### src/rtl/lvl_intc_pkg.sv
package lvl_intc_pkg;
  localparam int unsigned NUM_LVL = 7;
  localparam int unsigned LVL_W   = 3;
  typedef logic [LVL_W-1:0] lvl_t;
endpackage

### src/rtl/lvl_intc_edge7.sv
// Rising-edge capture for the non-maskable level. pend_o is the next latch
// state, so a fresh edge and an acknowledge clear are seen by arbitration
// in the same cycle they take effect.
module lvl_intc_edge7 #(
  parameter int unsigned W = 7
) (
  input  logic         clk,
  input  logic         rst_n,
  input  logic [W-1:0] req_i,
  input  logic [W-1:0] clr_i,
  output logic [W-1:0] pend_o
);
  logic [W-1:0] prev_q;
  logic [W-1:0] latch_q;
  logic [W-1:0] latch_d;
  logic [W-1:0] rise;

  always_comb begin
    rise    = req_i & ~prev_q;
    latch_d = (latch_q & ~clr_i) | rise;
  end

  always_ff @(posedge clk or negedge rst_n) begin
    if (!rst_n) begin
      prev_q  <= '0;
      latch_q <= '0;
    end else begin
      prev_q  <= req_i;
      latch_q <= latch_d;
    end
  end

  assign pend_o = latch_d;
endmodule

### src/rtl/lvl_intc_force.sv
// Software force register: a write replaces the contents, otherwise an
// acknowledge clears individual bits.
module lvl_intc_force #(
  parameter int unsigned LV = 7
) (
  input  logic          clk,
  input  logic          rst_n,
  input  logic          wr_i,
  input  logic [LV-1:0] wdata_i,
  input  logic [LV-1:0] clr_i,
  output logic [LV-1:0] frc_d_o,
  output logic [LV-1:0] frc_q_o
);
  logic [LV-1:0] frc_q;
  logic [LV-1:0] frc_d;
  logic          frc_en;

  always_comb begin
    frc_en = wr_i | (|clr_i);
    frc_d  = wr_i ? wdata_i : (frc_q & ~clr_i);
  end

  always_ff @(posedge clk or negedge rst_n) begin
    if (!rst_n) begin
      frc_q <= '0;
    end else if (frc_en) begin
      frc_q <= frc_d;
    end
  end

  assign frc_d_o = frc_d;
  assign frc_q_o = frc_q;
endmodule

### src/rtl/lvl_intc_slot_pick.sv
// Fixed-priority pick inside one level: slot 0 first, force slot last.
// slot_o == SLOTS marks the force request.
module lvl_intc_slot_pick #(
  parameter int unsigned SLOTS = 7,
  localparam int unsigned SW   = $clog2(SLOTS + 1)
) (
  input  logic [SLOTS-1:0] req_i,
  input  logic             frc_i,
  output logic             hit_o,
  output logic [SW-1:0]    slot_o
);
  always_comb begin
    hit_o  = (|req_i) | frc_i;
    slot_o = SW'(SLOTS);
    for (int s = int'(SLOTS) - 1; s >= 0; s--) begin
      if (req_i[s]) slot_o = SW'(s);
    end
  end
endmodule

### src/rtl/lvl_intc.sv
module lvl_intc
  import lvl_intc_pkg::*;
#(
  parameter int unsigned SLOTS    = 7,
  parameter int unsigned SRC_BASE = 1,
  parameter int unsigned VEC_BASE = 64,
  parameter int unsigned VEC_W    = 8,
  parameter int unsigned SPUR_VEC = 24,
  localparam int unsigned N_REQ   = NUM_LVL * SLOTS,
  localparam int unsigned SW      = $clog2(SLOTS + 1),
  localparam int unsigned RW      = $clog2(NUM_LVL)
) (
  input  logic             clk,
  input  logic             rst_n,
  input  logic [N_REQ-1:0] irq_i,
  input  logic [2:0]       mask_i,
  input  logic             frc_wr_i,
  input  logic [6:0]       frc_wdata_i,
  output logic [6:0]       frc_o,
  input  logic             iack_i,
  output logic             irq_pend_o,
  output logic [2:0]       irq_lvl_o,
  output logic [VEC_W-1:0] irq_vec_o,
  output logic             ack_vld_o,
  output logic [VEC_W-1:0] ack_vec_o
);
  // Row r holds level 7-r; row 0 is the non-maskable level.
  logic [SLOTS-1:0]   e7_pend;
  logic [SLOTS-1:0]   e7_clr;
  logic [NUM_LVL-1:0] frc_clr;
  logic [NUM_LVL-1:0] frc_nxt;
  logic [NUM_LVL-1:0] row_hit;
  logic [NUM_LVL-1:0] row_ok;
  logic [SW-1:0]      row_slot [NUM_LVL];

  logic               win_found;
  logic [RW-1:0]      win_row;
  logic [SW-1:0]      win_slot;
  int unsigned        win_src;
  lvl_t               lvl_d;
  logic [VEC_W-1:0]   vec_d;

  logic               pend_q;
  lvl_t               lvl_q;
  logic [VEC_W-1:0]   vec_q;
  logic [RW-1:0]      row_q;
  logic [SW-1:0]      slot_q;
  logic               ackv_q;
  logic [VEC_W-1:0]   ackvec_q;
  logic [VEC_W-1:0]   ackvec_d;
  logic               ack_hit;

  // Acknowledge clears what the presented winner came from.
  always_comb begin
    ack_hit = iack_i & pend_q;
    frc_clr = '0;
    e7_clr  = '0;
    if (ack_hit && slot_q == SW'(SLOTS)) begin
      for (int r = 0; r < int'(NUM_LVL); r++) begin
        if (row_q == RW'(r)) frc_clr[r] = 1'b1;
      end
    end
    for (int s = 0; s < int'(SLOTS); s++) begin
      e7_clr[s] = ack_hit && (row_q == '0) && (slot_q == SW'(s));
    end
  end

  lvl_intc_edge7 #(.W(SLOTS)) u_edge7 (
    .clk    (clk),
    .rst_n  (rst_n),
    .req_i  (irq_i[SLOTS-1:0]),
    .clr_i  (e7_clr),
    .pend_o (e7_pend)
  );

  lvl_intc_force #(.LV(NUM_LVL)) u_force (
    .clk     (clk),
    .rst_n   (rst_n),
    .wr_i    (frc_wr_i),
    .wdata_i (frc_wdata_i),
    .clr_i   (frc_clr),
    .frc_d_o (frc_nxt),
    .frc_q_o (frc_o)
  );

  for (genvar r = 0; r < int'(NUM_LVL); r++) begin : g_row
    localparam lvl_t ROW_LVL = lvl_t'(NUM_LVL - r);
    logic [SLOTS-1:0] row_req;
    if (r == 0) begin : g_nmi
      assign row_req   = e7_pend;
      assign row_ok[r] = row_hit[r];
    end else begin : g_mask
      assign row_req   = irq_i[r*SLOTS +: SLOTS];
      assign row_ok[r] = row_hit[r] & (ROW_LVL > mask_i);
    end
    lvl_intc_slot_pick #(.SLOTS(SLOTS)) u_pick (
      .req_i  (row_req),
      .frc_i  (frc_nxt[r]),
      .hit_o  (row_hit[r]),
      .slot_o (row_slot[r])
    );
  end

  // Highest level first: row 0 overrides all others.
  always_comb begin
    win_found = 1'b0;
    win_row   = '0;
    win_slot  = '0;
    for (int r = int'(NUM_LVL) - 1; r >= 0; r--) begin
      if (row_ok[r]) begin
        win_found = 1'b1;
        win_row   = RW'(r);
        win_slot  = row_slot[r];
      end
    end
  end

  always_comb begin
    if (win_slot == SW'(SLOTS)) begin
      win_src = SRC_BASE + NUM_LVL * SLOTS + int'(win_row);
    end else begin
      win_src = SRC_BASE + int'(win_row) * SLOTS + int'(win_slot);
    end
    vec_d    = win_found ? VEC_W'(win_src + VEC_BASE) : '0;
    lvl_d    = win_found ? lvl_t'(NUM_LVL - int'(win_row)) : '0;
    ackvec_d = pend_q ? vec_q : VEC_W'(SPUR_VEC);
  end

  always_ff @(posedge clk or negedge rst_n) begin
    if (!rst_n) begin
      pend_q <= 1'b0;
      lvl_q  <= '0;
      vec_q  <= '0;
      row_q  <= '0;
      slot_q <= '0;
    end else begin
      pend_q <= win_found;
      lvl_q  <= lvl_d;
      vec_q  <= vec_d;
      row_q  <= win_row;
      slot_q <= win_slot;
    end
  end

  always_ff @(posedge clk or negedge rst_n) begin
    if (!rst_n) begin
      ackv_q   <= 1'b0;
      ackvec_q <= '0;
    end else begin
      ackv_q <= iack_i;
      if (iack_i) ackvec_q <= ackvec_d;
    end
  end

  assign irq_pend_o = pend_q;
  assign irq_lvl_o  = lvl_q;
  assign irq_vec_o  = vec_q;
  assign ack_vld_o  = ackv_q;
  assign ack_vec_o  = ackvec_q;
endmodule

### config.mk
export PLATFORM = sky130hd
export DESIGN_NAME = lvl_intc
export DESIGN_NICKNAME = d
export VERILOG_FILES = /design/src/rtl/lvl_intc_pkg.sv /design/src/rtl/lvl_intc_edge7.sv /design/src/rtl/lvl_intc_force.sv /design/src/rtl/lvl_intc_slot_pick.sv /design/src/rtl/lvl_intc.sv
export SDC_FILE = /design/constraint.sdc
export NUM_CORES = 1
export LEC_CHECK = 0
export ABC_AREA = 1
export BUFFER_PORTS_ARGS = -buffer_cell sky130_fd_sc_hd__buf_2
export CAP_MARGIN = 20
export CELL_PAD_IN_SITES_DETAIL_PLACEMENT = 1
export CELL_PAD_IN_SITES_GLOBAL_PLACEMENT = 1
export CORE_UTILIZATION = 41
export CTS_BUF_LIST = sky130_fd_sc_hd__clkbuf_8
export CTS_CLUSTER_DIAMETER = 40
export CTS_CLUSTER_SIZE = 10
export DETAILED_ROUTE_END_ITERATION = 12
export PLACE_DENSITY_LB_ADDON = 0.3
export SYNTH_ARGS = -nofsm -noshare
export SYNTH_HDL_FRONTEND = slang
export SYNTH_SLANG_ARGS = --single-unit
export TNS_END_PERCENT = 30
### constraint.sdc
create_clock -name clk -period 10.5 [get_ports clk]
set_clock_uncertainty 0.1 [all_clocks]
set_input_delay 0.525 -clock clk [delete_from_list [all_inputs] [get_ports clk]]
set_output_delay 0.525 -clock clk [all_outputs]
set_load 0.05 [all_outputs]
Yosys cells after proc, flatten, opt, wreduce, memory -nomap -nowiden
Cells that the tools add are included.
Operators by class
  $add $sub $neg: 5
  multipliers: 1
  order comparisons: 6
  equality and inequality tests: 14
  mux-type cells: 83
  bitwise logic cells: 22
  reduce and logical (&&, ||, !) cells: 19
Operators with widths (number)
  two-way mux 3 bit: 43
  OR reduction 7 bit: 8
  two-way mux 2 bit: 14
  == test 3 bit, second input constant: 8
  two-way mux 8 bit: 3
  bitwise AND 7 bit: 3
  two-way mux 1 bit: 21
  NOT 7 bit: 3
  two-way mux 7 bit: 2
  == test 3 x 2 -> 1 bit, second input constant: 4
  > comparator 3 bit, first input constant: 3
  logical AND 1 bit: 9
  adder 7 x 3 -> 8 bit: 1
  adder 8 x 7 -> 8 bit, second input constant: 1
  bitwise OR 1 bit: 8
  adder 1 x 6 -> 7 bit, first input constant: 1
  adder 6 x 3 -> 7 bit, first input constant: 1
  bitwise AND 1 bit: 7
  bitwise OR 7 bit: 1
  == test 3 x 1 -> 1 bit, second input constant: 2
  > comparator 2 x 3 -> 1 bit, first input constant: 2
  zero test 3 bit: 2
  multiplier 3 x 3 -> 6 bit, second input constant: 1
  > comparator 1 x 3 -> 1 bit, first input constant: 1
  subtractor 3 bit, first input constant: 1
Word-level totals
  bits in registers: 48
  output and inout bits: 28
  word-level logic and storage cells: 160

Depth between registers and ports, before layout
Gate-level depths: netlist (run 1).
  word-level depth: 21
  depth in mapped cells: 26

Cells and area by module
Synthesis (run 1) repeated with hierarchy kept, for this count alone.
Unflattened totals
  cell total of the unflattened synthesis: 451
  area total of the unflattened synthesis: 3218.1 um^2
Modules (own cells, without submodules)
  lvl_intc: times used 1, cells each 246, area an instance 1778.0 um^2, sequential area each 675.6 um^2
  lvl_intc_slot_pick: times used 7, cells each 16, area an instance 86.3 um^2, sequential area each 0.0 um^2
  lvl_intc_edge7: times used 1, cells each 49, area an instance 481.7 um^2, sequential area each 350.3 um^2
  lvl_intc_force: times used 1, cells each 44, area an instance 354.1 um^2, sequential area each 175.2 um^2

Worst setup path before layout (run 1)
OpenSTA, ideal clock, no wires.
  kind: flip-flop to flip-flop
  start: reg pend_q, in the netlist irq_pend_o
  end: reg vec_q[6], in the netlist irq_vec_o[6]
  arrival: 4.263 ns
  required time: 10.329 ns
  setup slack: 6.065 ns
  stages on the path, launching flop included: 21
  buffers on the path: 0
  period minus slack after synthesis: 4.435 ns
  cell sequence: dfrtp_1 > nand2_2 > nor2_2 > nand3_1 > a21oi_2 > nand2_1 > nor2_2 > nand3_1 > or2_1 > a31oi_1 > fa_1 > inv_1 > fa_1 > ha_1 > nand2_1 > nor2_1 > a211oi_1 > nor2_1 > o21ai_0 > nor2_1 > nor2_1
On the way
  longest elaborated chain between the ends: 21
  elaborated cells on any way between the ends: 67
Ends and longest elaborated chain
  start, declared: RTL line lvl_intc.sv:43  | logic pend_q;
  start signal, assigned: RTL line lvl_intc.sv:137  | pend_q <= win_found;
  bitwise AND 1 bit (*): RTL line lvl_intc.sv:55  | ack_hit = iack_i & pend_q;
  logical AND 1 bit: RTL line lvl_intc.sv:58  | if (ack_hit && slot_q == SW'(SLOTS)) begin
  two-way mux 7 bit: RTL line lvl_intc.sv:58
  NOT 7 bit: RTL line lvl_intc_force.sv:20  | frc_d = wr_i ? wdata_i : (frc_q & ~clr_i);
  bitwise AND 7 bit: RTL line lvl_intc_force.sv:20
  two-way mux 7 bit: RTL line lvl_intc_force.sv:20
  bitwise OR 1 bit: RTL line lvl_intc_slot_pick.sv:13  | hit_o = (|req_i) | frc_i;
  bitwise AND 1 bit: RTL line lvl_intc.sv:94  | assign row_ok[r] = row_hit[r] & (ROW_LVL > mask_i);
  [... 7 more ...]
  named net win_row[2]: RTL line lvl_intc.sv:37  | logic [RW-1:0] win_row;
  multiplier 3 x 3 -> 6 bit: RTL line lvl_intc.sv:122  | win_src = SRC_BASE + int'(win_row) * SLOTS + int'(win_slot);
  adder 1 x 6 -> 7 bit: RTL line lvl_intc.sv:122
  adder 7 x 3 -> 8 bit: RTL line lvl_intc.sv:122
  two-way mux 8 bit (*): RTL line lvl_intc.sv:119  | if (win_slot == SW'(SLOTS)) begin
  adder 8 x 7 -> 8 bit (*): RTL line lvl_intc.sv:124  | vec_d = win_found ? VEC_W'(win_src + VEC_BASE) : '0;
  two-way mux 8 bit (*): RTL line lvl_intc.sv:124
  named net vec_d[6]: RTL line lvl_intc.sv:41  | logic [VEC_W-1:0] vec_d;
  end signal, assigned: RTL line lvl_intc.sv:139  | vec_q <= vec_d;
  end, declared: RTL line lvl_intc.sv:45  | logic [VEC_W-1:0] vec_q;
Mark *: on every way through the listed nets, which the timed path passes. The rest lies on a longest branch.
A chain may end at the register's enable or synchronous reset.

Worst setup path after layout (run 1)
  start: reg row_q[2]
  end: reg vec_q[6], in the netlist irq_vec_o[6]
On the way
  longest elaborated chain between the ends: 21
  elaborated cells on any way between the ends: 79
Ends and longest elaborated chain
  start, declared: RTL line lvl_intc.sv:46  | logic [RW-1:0] row_q;
  start signal, assigned: RTL line lvl_intc.sv:140  | row_q <= win_row;
  == test 3 bit: RTL line lvl_intc.sv:60  | if (row_q == RW'(r)) frc_clr[r] = 1'b1;
  two-way mux 1 bit: RTL line lvl_intc.sv:60
  two-way mux 7 bit: RTL line lvl_intc.sv:58
  NOT 7 bit: RTL line lvl_intc_force.sv:20
  bitwise AND 7 bit: RTL line lvl_intc_force.sv:20
  two-way mux 7 bit: RTL line lvl_intc_force.sv:20
  bitwise OR 1 bit: RTL line lvl_intc_slot_pick.sv:13
  bitwise AND 1 bit: RTL line lvl_intc.sv:94
  [... 7 more ...]
  named net win_row[2]: RTL line lvl_intc.sv:37
  multiplier 3 x 3 -> 6 bit: RTL line lvl_intc.sv:122
  adder 1 x 6 -> 7 bit: RTL line lvl_intc.sv:122
  adder 7 x 3 -> 8 bit: RTL line lvl_intc.sv:122
  two-way mux 8 bit (*): RTL line lvl_intc.sv:119
  adder 8 x 7 -> 8 bit (*): RTL line lvl_intc.sv:124
  two-way mux 8 bit (*): RTL line lvl_intc.sv:124
  named net vec_d[6]: RTL line lvl_intc.sv:41
Marks and branches as above.

==> summary.md, run 1 <==
| Metric | Value |
|---|---|
| Clk_lat worst skew | 0.31 ns |
| PortBufs | 90 |
| Crit-path slowest cell | a31oi_1 |
| Vias per cell | 4.84 |
| Seq/Total Area, Yosys | about two fifths |
| Die X | 87.7 µm |
| NetSw | 0.188 mW |
| Vias in the first global route | 3086 |
| Final worst slack | 5.62 ns |
| Crit path max fanout | 6 |
| Mean Syn Cell Area | 7.33 µm² |
| Worst setup EP type | flip-flop |
| Num CTS Buffers | 5 |
| Top_reg_cell synth | dfrtp_1 |
| Power share of the clock group | a little under a third |
| Combinational share of power | slightly below 30% |
| Finished Layout Cells | 605 |
| CTS Sinks | 48 |
| RSZ-0062 raised after global routing | no |
| Most used cell, CP | nor2_1 |
| Initial antenna violation count | 0 |
| Cell Count Post-Placement | 595 |
| Worst hold margin | roughly 0.23 ns |
| R2R setup slack | 5.62 ns |
| Post-route ant nets | 0 |
| Syn_nets | 488 |
| Die area | 7690 µm² |
| Total Nets Final | slightly below 600 |
| Fillers | 933 |
| CP required | 10.65 ns |
| Final hold violations | 0 |
| Max VDD drop | 0.0513 mV |
| Fin util | 53.8% |
| Synth cell types | 33 |
| Transition time of the tightest slew-check pin | 0.824 ns |
| Reg2Reg Depth | 21 |
| Sw Ratio | 35.0% |
| R2R Path End | irq_vec_o[6] |
| Nature of the critical path startpoint | flip-flop |
| Root Buffer | clkbuf_8 |
| Diodes inserted | 0 |
| Cell area after layout | 3730 µm² |
| WP data arrival | 5.03 ns |
| Final Power | 0.538 mW |
| Hold Path End | u_edge7.prev_q[2] |
| Total number of H-tree levels | 2 |
| Worst min path class | in2reg |
| Setup bufs post-CTS | 0 |
| Max Slew Vio Count | 0 |
| # DRC | 0 |
| CTS clock-pin slew for the worst setup and hold paths | 0.10 ns |
| Hpwl dp | 6700 µm |
| DR vias | roughly 2900 |
| Clock Tree Buf Depth | 2 |
| Design internal power | 0.349 mW |
| FFs w/ async S/R, synth | 100% |
| Number of synthesized register bits | 48 |
| Period utilisation layout | between 40 and 50% |
| Drt first pass iters | 5 |
| Max-capacitance violation count | 0 |
| Placement Cell Area | 3570 µm² |
| Total track usage | 23.5% |
| Height of the die | just under 90 µm |
| Core area | between 6000 and 7000 µm² |
| Post-synth EDFFs | 0 |
| Worst setup path class | reg2reg |
| Area growth syn-to-layout | 24.0% |
| Io pins | 91 |
| Worst path max stage delay | roughly 0.57 ns |
| Post-CTS resize count | 0 |
| Largest net degree at the start of global routing | between 40 and 50 |
| Max_slew headroom | between 40% and 50% |
| CTS tree | done |
| First-pass GRT wire length | 14000 µm |
| Gr ovfl total | 0 |
| Sequential power share | 40.7% |
| Pre-CTS setup slack | 5.55 ns |
| Post-Route WL | 8320 µm |
| R2r startpoint | row_q[2] |
| Cell count of the worst hold path | 1 |
| Worst-path cell chain | inv_1, nand2_1, nor2_1, nand2_1, a21oi_1, nand2_1, nor2_2, nand3_1, or2_1, a31oi_1, fa_1, inv_1, fa_1, ha_1, nand2_1, nor2_1, a211oi_1, nor2_1, o21ai_0, nor2_1, nor2_1 |
| Row count | 30 |
| Pwr dens | 144 nW/µm² |
| Final setup TNS | 0 ns |
| Starting Density | 43.4% |
| Finish-stage setup viols | 0 |
| Yosys warning total | 0 |
| Layout cells sized above 1 | about 25% |
| Post-CTS Hold Buffers | 0 |
| Pleak | 2.03 nW |
| Run status | complete, no violations |
| Min Clock Period, post-route | 4.88 ns |
| WL/cell | about 14 µm |
| Syn Inst Count | 411 |
| GPL Wtd Cong | between 0.8 and 0.9 |
| Detailed Route Iter0 Violations | 81 |
| Max frequency | between 0.2 and 0.25 GHz |
| Hold Startpoint | irq_i[2] |
| Post-Syn Area | 3010 µm² |
area by class of cell:
class	count	area, µm²	share of cell area [%]
Multi-Input combinational cell	283	1500	40.2
Tap cell	96	120	3.22
Clock inverter	3	68.8	1.84
Clock buffer	5	68.8	1.84
Inverter	78	293	7.84
Sequential cell	48	1200	32.2
Timing Repair Buffer	92	480	12.9
cell usage after synthesis, types with 4 or more instances:
cell | count | area share [%]
nand2_2 | 5 | 1.0
a21oi_1 | 13 | 2.2
o21ai_0 | 14 | 2.3
nor2_1 | 62 | 7.7
nand3_1 | 22 | 3.7
nand3b_1 | 4 | 1.0
dfrtp_1 | 48 | 40
nand2_1 | 96 | 12
fa_1 | 4 | 2.7
nor3_1 | 9 | 1.5
a22o_1 | 6 | 1.7
nor2_2 | 6 | 1.2
ha_1 | 10 | 4.2
inv_2 | 5 | 0.62
inv_1 | 73 | 9.1
worst max-delay path, delay by kind of cell (launching register included):
family | cells | cell delay (ns)
adder cells (fa/ha/maj) | 3 | 1.25
buffers and inverters | 2 | 0.20
flip-flops | 1 | 0.45
AND/OR/NAND/NOR | 12 | 1.50
AO/OA/AOI/OAI | 4 | 1.32
registers in the layout, summed over array words and instances (netlist names):
name	cells
ack_vec_o	8
ack_vld_o	1
irq_lvl_o	3
irq_pend_o	1
irq_vec_o	8
row_q	3
slot_q	3
u_edge7.latch_q	7
u_edge7.prev_q	7
u_force.frc_q_o	7
placed cells by master, fill, tap and decap left out, drive strengths merged, types with 2 or more instances in the layout:
| cell | count |
|---|---|
| o21bai | 3 |
| nand4 | 2 |
| o22a | 2 |
| a211oi | 2 |
| a22o | 6 |
| xor2 | 2 |
| fa | 4 |
| a21oi | 16 |
| clkbuf | 5 |
| o21ai | 16 |
| buf | 91 |
| nor2 | 71 |
| nand2 | 101 |
| ha | 10 |
| a31oi | 3 |
| nand3b | 4 |
| dfrtp | 48 |
| nor3 | 9 |
| inv | 79 |
| nand3 | 25 |
| or2 | 4 |
| bufinv | 2 |
cell families (layout without fill, tap and decap cells):
| family | count (synthesis) | count (layout) | share of synthesized area, % |
|---|---|---|---|
| AOI/OAI and AO/OA | 49 | 49 | 10.5 |
| buffers and inverters | 80 | 178 | 10.2 |
| adders and majority gates | 14 | 14 | 6.81 |
| and+or+nand+nor | 217 | 217 | 31.7 |
| DFF | 48 | 48 | 39.9 |
| xor gates and xnor gates | 3 | 3 | 0.873 |
power groups by stage:
| stage | clock network (mW) | registers, mW | logic, mW |
|---|---|---|---|
| final | 0.163 | 0.219 | 0.156 |
| after global routing | 0.173 | 0.221 | 0.172 |
| after CTS | 0.165 | 0.219 | 0.156 |
| after detailed placement | 0 | 0.222 | 0.152 |
| after global placement | 0 | 0.221 | 0.147 |
| after floorplan | 0 | 0.261 | 0.0631 |
worst max-delay path by stage:
stage / to / slack (ns) / startpoint
after global placement: irq_vec_o[5] / 5.83 / iack_i
after floorplan: irq_vec_o[6] / 6.07 / irq_pend_o
after detailed placement: irq_vec_o[6] / 5.55 / iack_i
after global routing: irq_vec_o[6] / 5.11 / row_q[1]
after CTS: irq_vec_o[6] / 5.65 / row_q[2]
final: irq_vec_o[6] / 5.62 / row_q[2]
per-layer routing:
metal / global-route usage, % / part of all wire (%)
met5: 0 / 0
met4: 7.15 / 1.8
met3: 3.58 / 3.5
met2: 44.6 / 53
met1: 27.0 / 41
Note: power is estimated with default switching activity, not from simulation.
==> run 2: changes to the inputs <==
CORE_UTILIZATION = 38   (was 41)
clock period = 4.95 ns   (was 10.5 ns; I/O delays follow)
==> summary.md, run 2 (synthesis results as in run 1) <==
| Metric | Value |
|---|---|
| Run status | complete, no violations (unchanged) |
| Num CTS Buffers | 5 (unchanged) |
| Finish-stage setup viols | 0 (unchanged) |
| Clock Tree Buf Depth | 2 (unchanged) |
| Layout cells sized above 1 | 25.6% (was 25.3%) |
| Most used cell, CP | nor2_1 (unchanged) |
| Area growth syn-to-layout | 27.5% (was 24.0%) |
| First-pass GRT wire length | 14500 µm (was 14000 µm) |
| Pleak | 2.08 nW (was 2.03 nW) |
| Total number of H-tree levels | 2 (unchanged) |
| Period utilisation layout | 88.1% (was 46.5%) |
| Max-capacitance violation count | 0 (unchanged) |
| Detailed Route Iter0 Violations | 111 (was 81) |
| Most common cell after layout, fill and taps aside | nand2_1 (unchanged) |
| GPL Wtd Cong | 0.868 (was 0.845) |
| Drt first pass iters | 4 (was 5) |
| Max_slew headroom | 73.2% (was 44.9%) |
| Worst-path cell chain | nor2_1, nand2_1, inv_2, nand2_1, a21oi_2, nand3b_1, nor2_2, nand3_1, or2_1, a31oi_1, fa_1, inv_1, fa_1, ha_1, nand2_1, nor2_1, a211oi_2, nor2_1, o21ai_0, nor2_1, nor2_1 (was inv_1, nand2_1, nor2_1, nand2_1, a21oi_1, nand2_1, nor2_2, nand3_1, or2_1, a31oi_1, fa_1, inv_1, fa_1, ha_1, nand2_1, nor2_1, a211oi_1, nor2_1, o21ai_0, nor2_1, nor2_1) |
| # DRC | 0 (unchanged) |
| Worst setup path class | reg2reg (unchanged) |
| Post-Route WL | 8240 µm (was 8320 µm) |
| Final setup TNS | 0 ns (unchanged) |
| Hpwl dp | 6840 µm (was 6700 µm) |
| Clk_lat worst skew | 0.30 ns (was 0.31 ns) |
| Vias per cell | 4.77 (was 4.84) |
| Commonest cells after routing, fill and taps aside | 96 x nand2_1, 90 x buf_2, 73 x inv_1, 62 x nor2_1, 48 x dfrtp_1 (unchanged) |
| CP required | 5.09 ns (was 10.65 ns) |
| Total track usage | 21.6% (was 23.5%) |
| Max VDD drop | 0.133 mV (was 0.0513 mV) |
| Worst path max stage delay | 0.46 ns (was 0.57 ns) |
| DR vias | 2965 (was 2927) |
| Vias in the first global route | 3201 (was 3086) |
| Gr ovfl total | 0 (unchanged) |
| RSZ-0062 raised after global routing | no (unchanged) |
| Post-route ant nets | 0 (unchanged) |
| PortBufs | 90 (unchanged) |
| Initial antenna violation count | 0 (unchanged) |
| Starting Density | 39.2% (was 43.4%) |
| Root Buffer | clkbuf_8 (unchanged) |
| Worst setup EP type | flip-flop (unchanged) |
| Max frequency | 0.229 GHz (was 0.205 GHz) |
| Min Clock Period, post-route | 4.36 ns (was 4.88 ns) |
| Core area | 7690 µm² (was 6940 µm²) |
| Die X | 91.0 µm (was 87.7 µm) |
| WP data arrival | 4.50 ns (was 5.03 ns) |
| Placement Cell Area | 3600 µm² (was 3570 µm²) |
| Nature of the critical path startpoint | flip-flop (unchanged) |
| Diodes inserted | 0 (unchanged) |
| Io pins | 91 (unchanged) |
| Max Slew Vio Count | 0 (unchanged) |
| CTS Sinks | 48 (unchanged) |
| CTS clock-pin slew for the worst setup and hold paths | 0.09 ns (was 0.10 ns) |
| WL/cell | 13.3 µm (was 13.8 µm) |
| Transition time of the tightest slew-check pin | 0.402 ns (was 0.824 ns) |
| Height of the die | 91.0 µm (was 87.7 µm) |
| Crit-path slowest cell | fa_1 (was a31oi_1) |
| Cell area after layout | 3840 µm² (was 3730 µm²) |
| Pwr dens | 295 nW/µm² (was 144 nW/µm²) |
| Worst min path class | in2reg (unchanged) |
| Die area | 8290 µm² (was 7690 µm²) |
| Worst hold margin | 0.0329 ns (was 0.232 ns) |
| Final hold violations | 0 (unchanged) |
| Total Nets Final | 595 (was 585) |
| Row count | 32 (was 30) |
| Largest net degree at the start of global routing | 49 (unchanged) |
| Crit path max fanout | 5 (was 6) |
| CTS tree | done (unchanged) |
run 2: worst paths after layout:
check                           slack, ns  cells after the start         start                  to
worst max-delay path                 0.59                     21      row_q[0]        irq_vec_o[6]
worst min-delay path                 0.03                      1        iack_i           ack_vld_o
worst max register to register       0.59                     21      row_q[0]        irq_vec_o[6]
worst min register to register       0.40                      1  irq_vec_o[0]        ack_vec_o[0]
max in group asynchronous            3.96                      3         rst_n        irq_vec_o[5]
min in group asynchronous            0.30                      2         rst_n  u_edge7.latch_q[3]
run 2: final cells by class:
| class | instances | area (µm²) |
|---|---|---|
| inverter | 78 | 293 |
| multi-input combinational | 283 | 1510 |
| timing repair buffer | 102 | 573 |
| tap | 102 | 128 |
| sequential | 48 | 1200 |
| fill | 1019 | 3850 |
| clock inverter | 3 | 68.8 |
| clock buffer | 5 | 68.8 |
run 2: power by group:
group / internal [mW] / leakage [nW] / switching (mW)
logic: 0.104 / 1.45 / 0.228
clock network: 0.203 / 0.0687 / 0.136
registers: 0.438 / 0.565 / 0.0248
total: 0.745 / 2.08 / 0.388
run 2: critical path: cells and delay by family, from the launching register on:
kind | cells | cell delay, ns
AND/OR/NAND/NOR | 12 | 1.44
AO/OA/AOI/OAI | 4 | 0.95
adder cells (fa/ha/maj) | 3 | 1.20
flip-flops | 1 | 0.41
buffers and inverters | 2 | 0.19
run 2: metrics by stage:
stage                     instances  setup slack [ns]  total power [mW]  utilization [%]
after floorplan                 411             0.515             0.687                -
after global placement          604             0.740             0.785             46.8
after detailed placement        604             0.485             0.794             46.8
after CTS                       619             0.456              1.14             49.5
after global routing            621            0.0841              1.20             50.0
final                           621             0.589              1.13             50.0
run 2: what timing repair did:
action,CTS,global route
buffers inserted,0,0
endpoints found under the setup margin,0,1
hold buffers,7,1
resized for setup,0,1
hold endpoints to repair,7,15
run 2: routing by layer:
| layer | up-vias | share of wire [%] | global-route usage (%) |
|---|---|---|---|
| met5 | - | 0 | 0 |
| met4 | 0 | 2.1 | 7.67 |
| met3 | 10 | 2.9 | 2.60 |
| met2 | 66 | 52 | 40.1 |
| met1 | 1406 | 43 | 25.6 |
| li1 | 1483 | - | - |
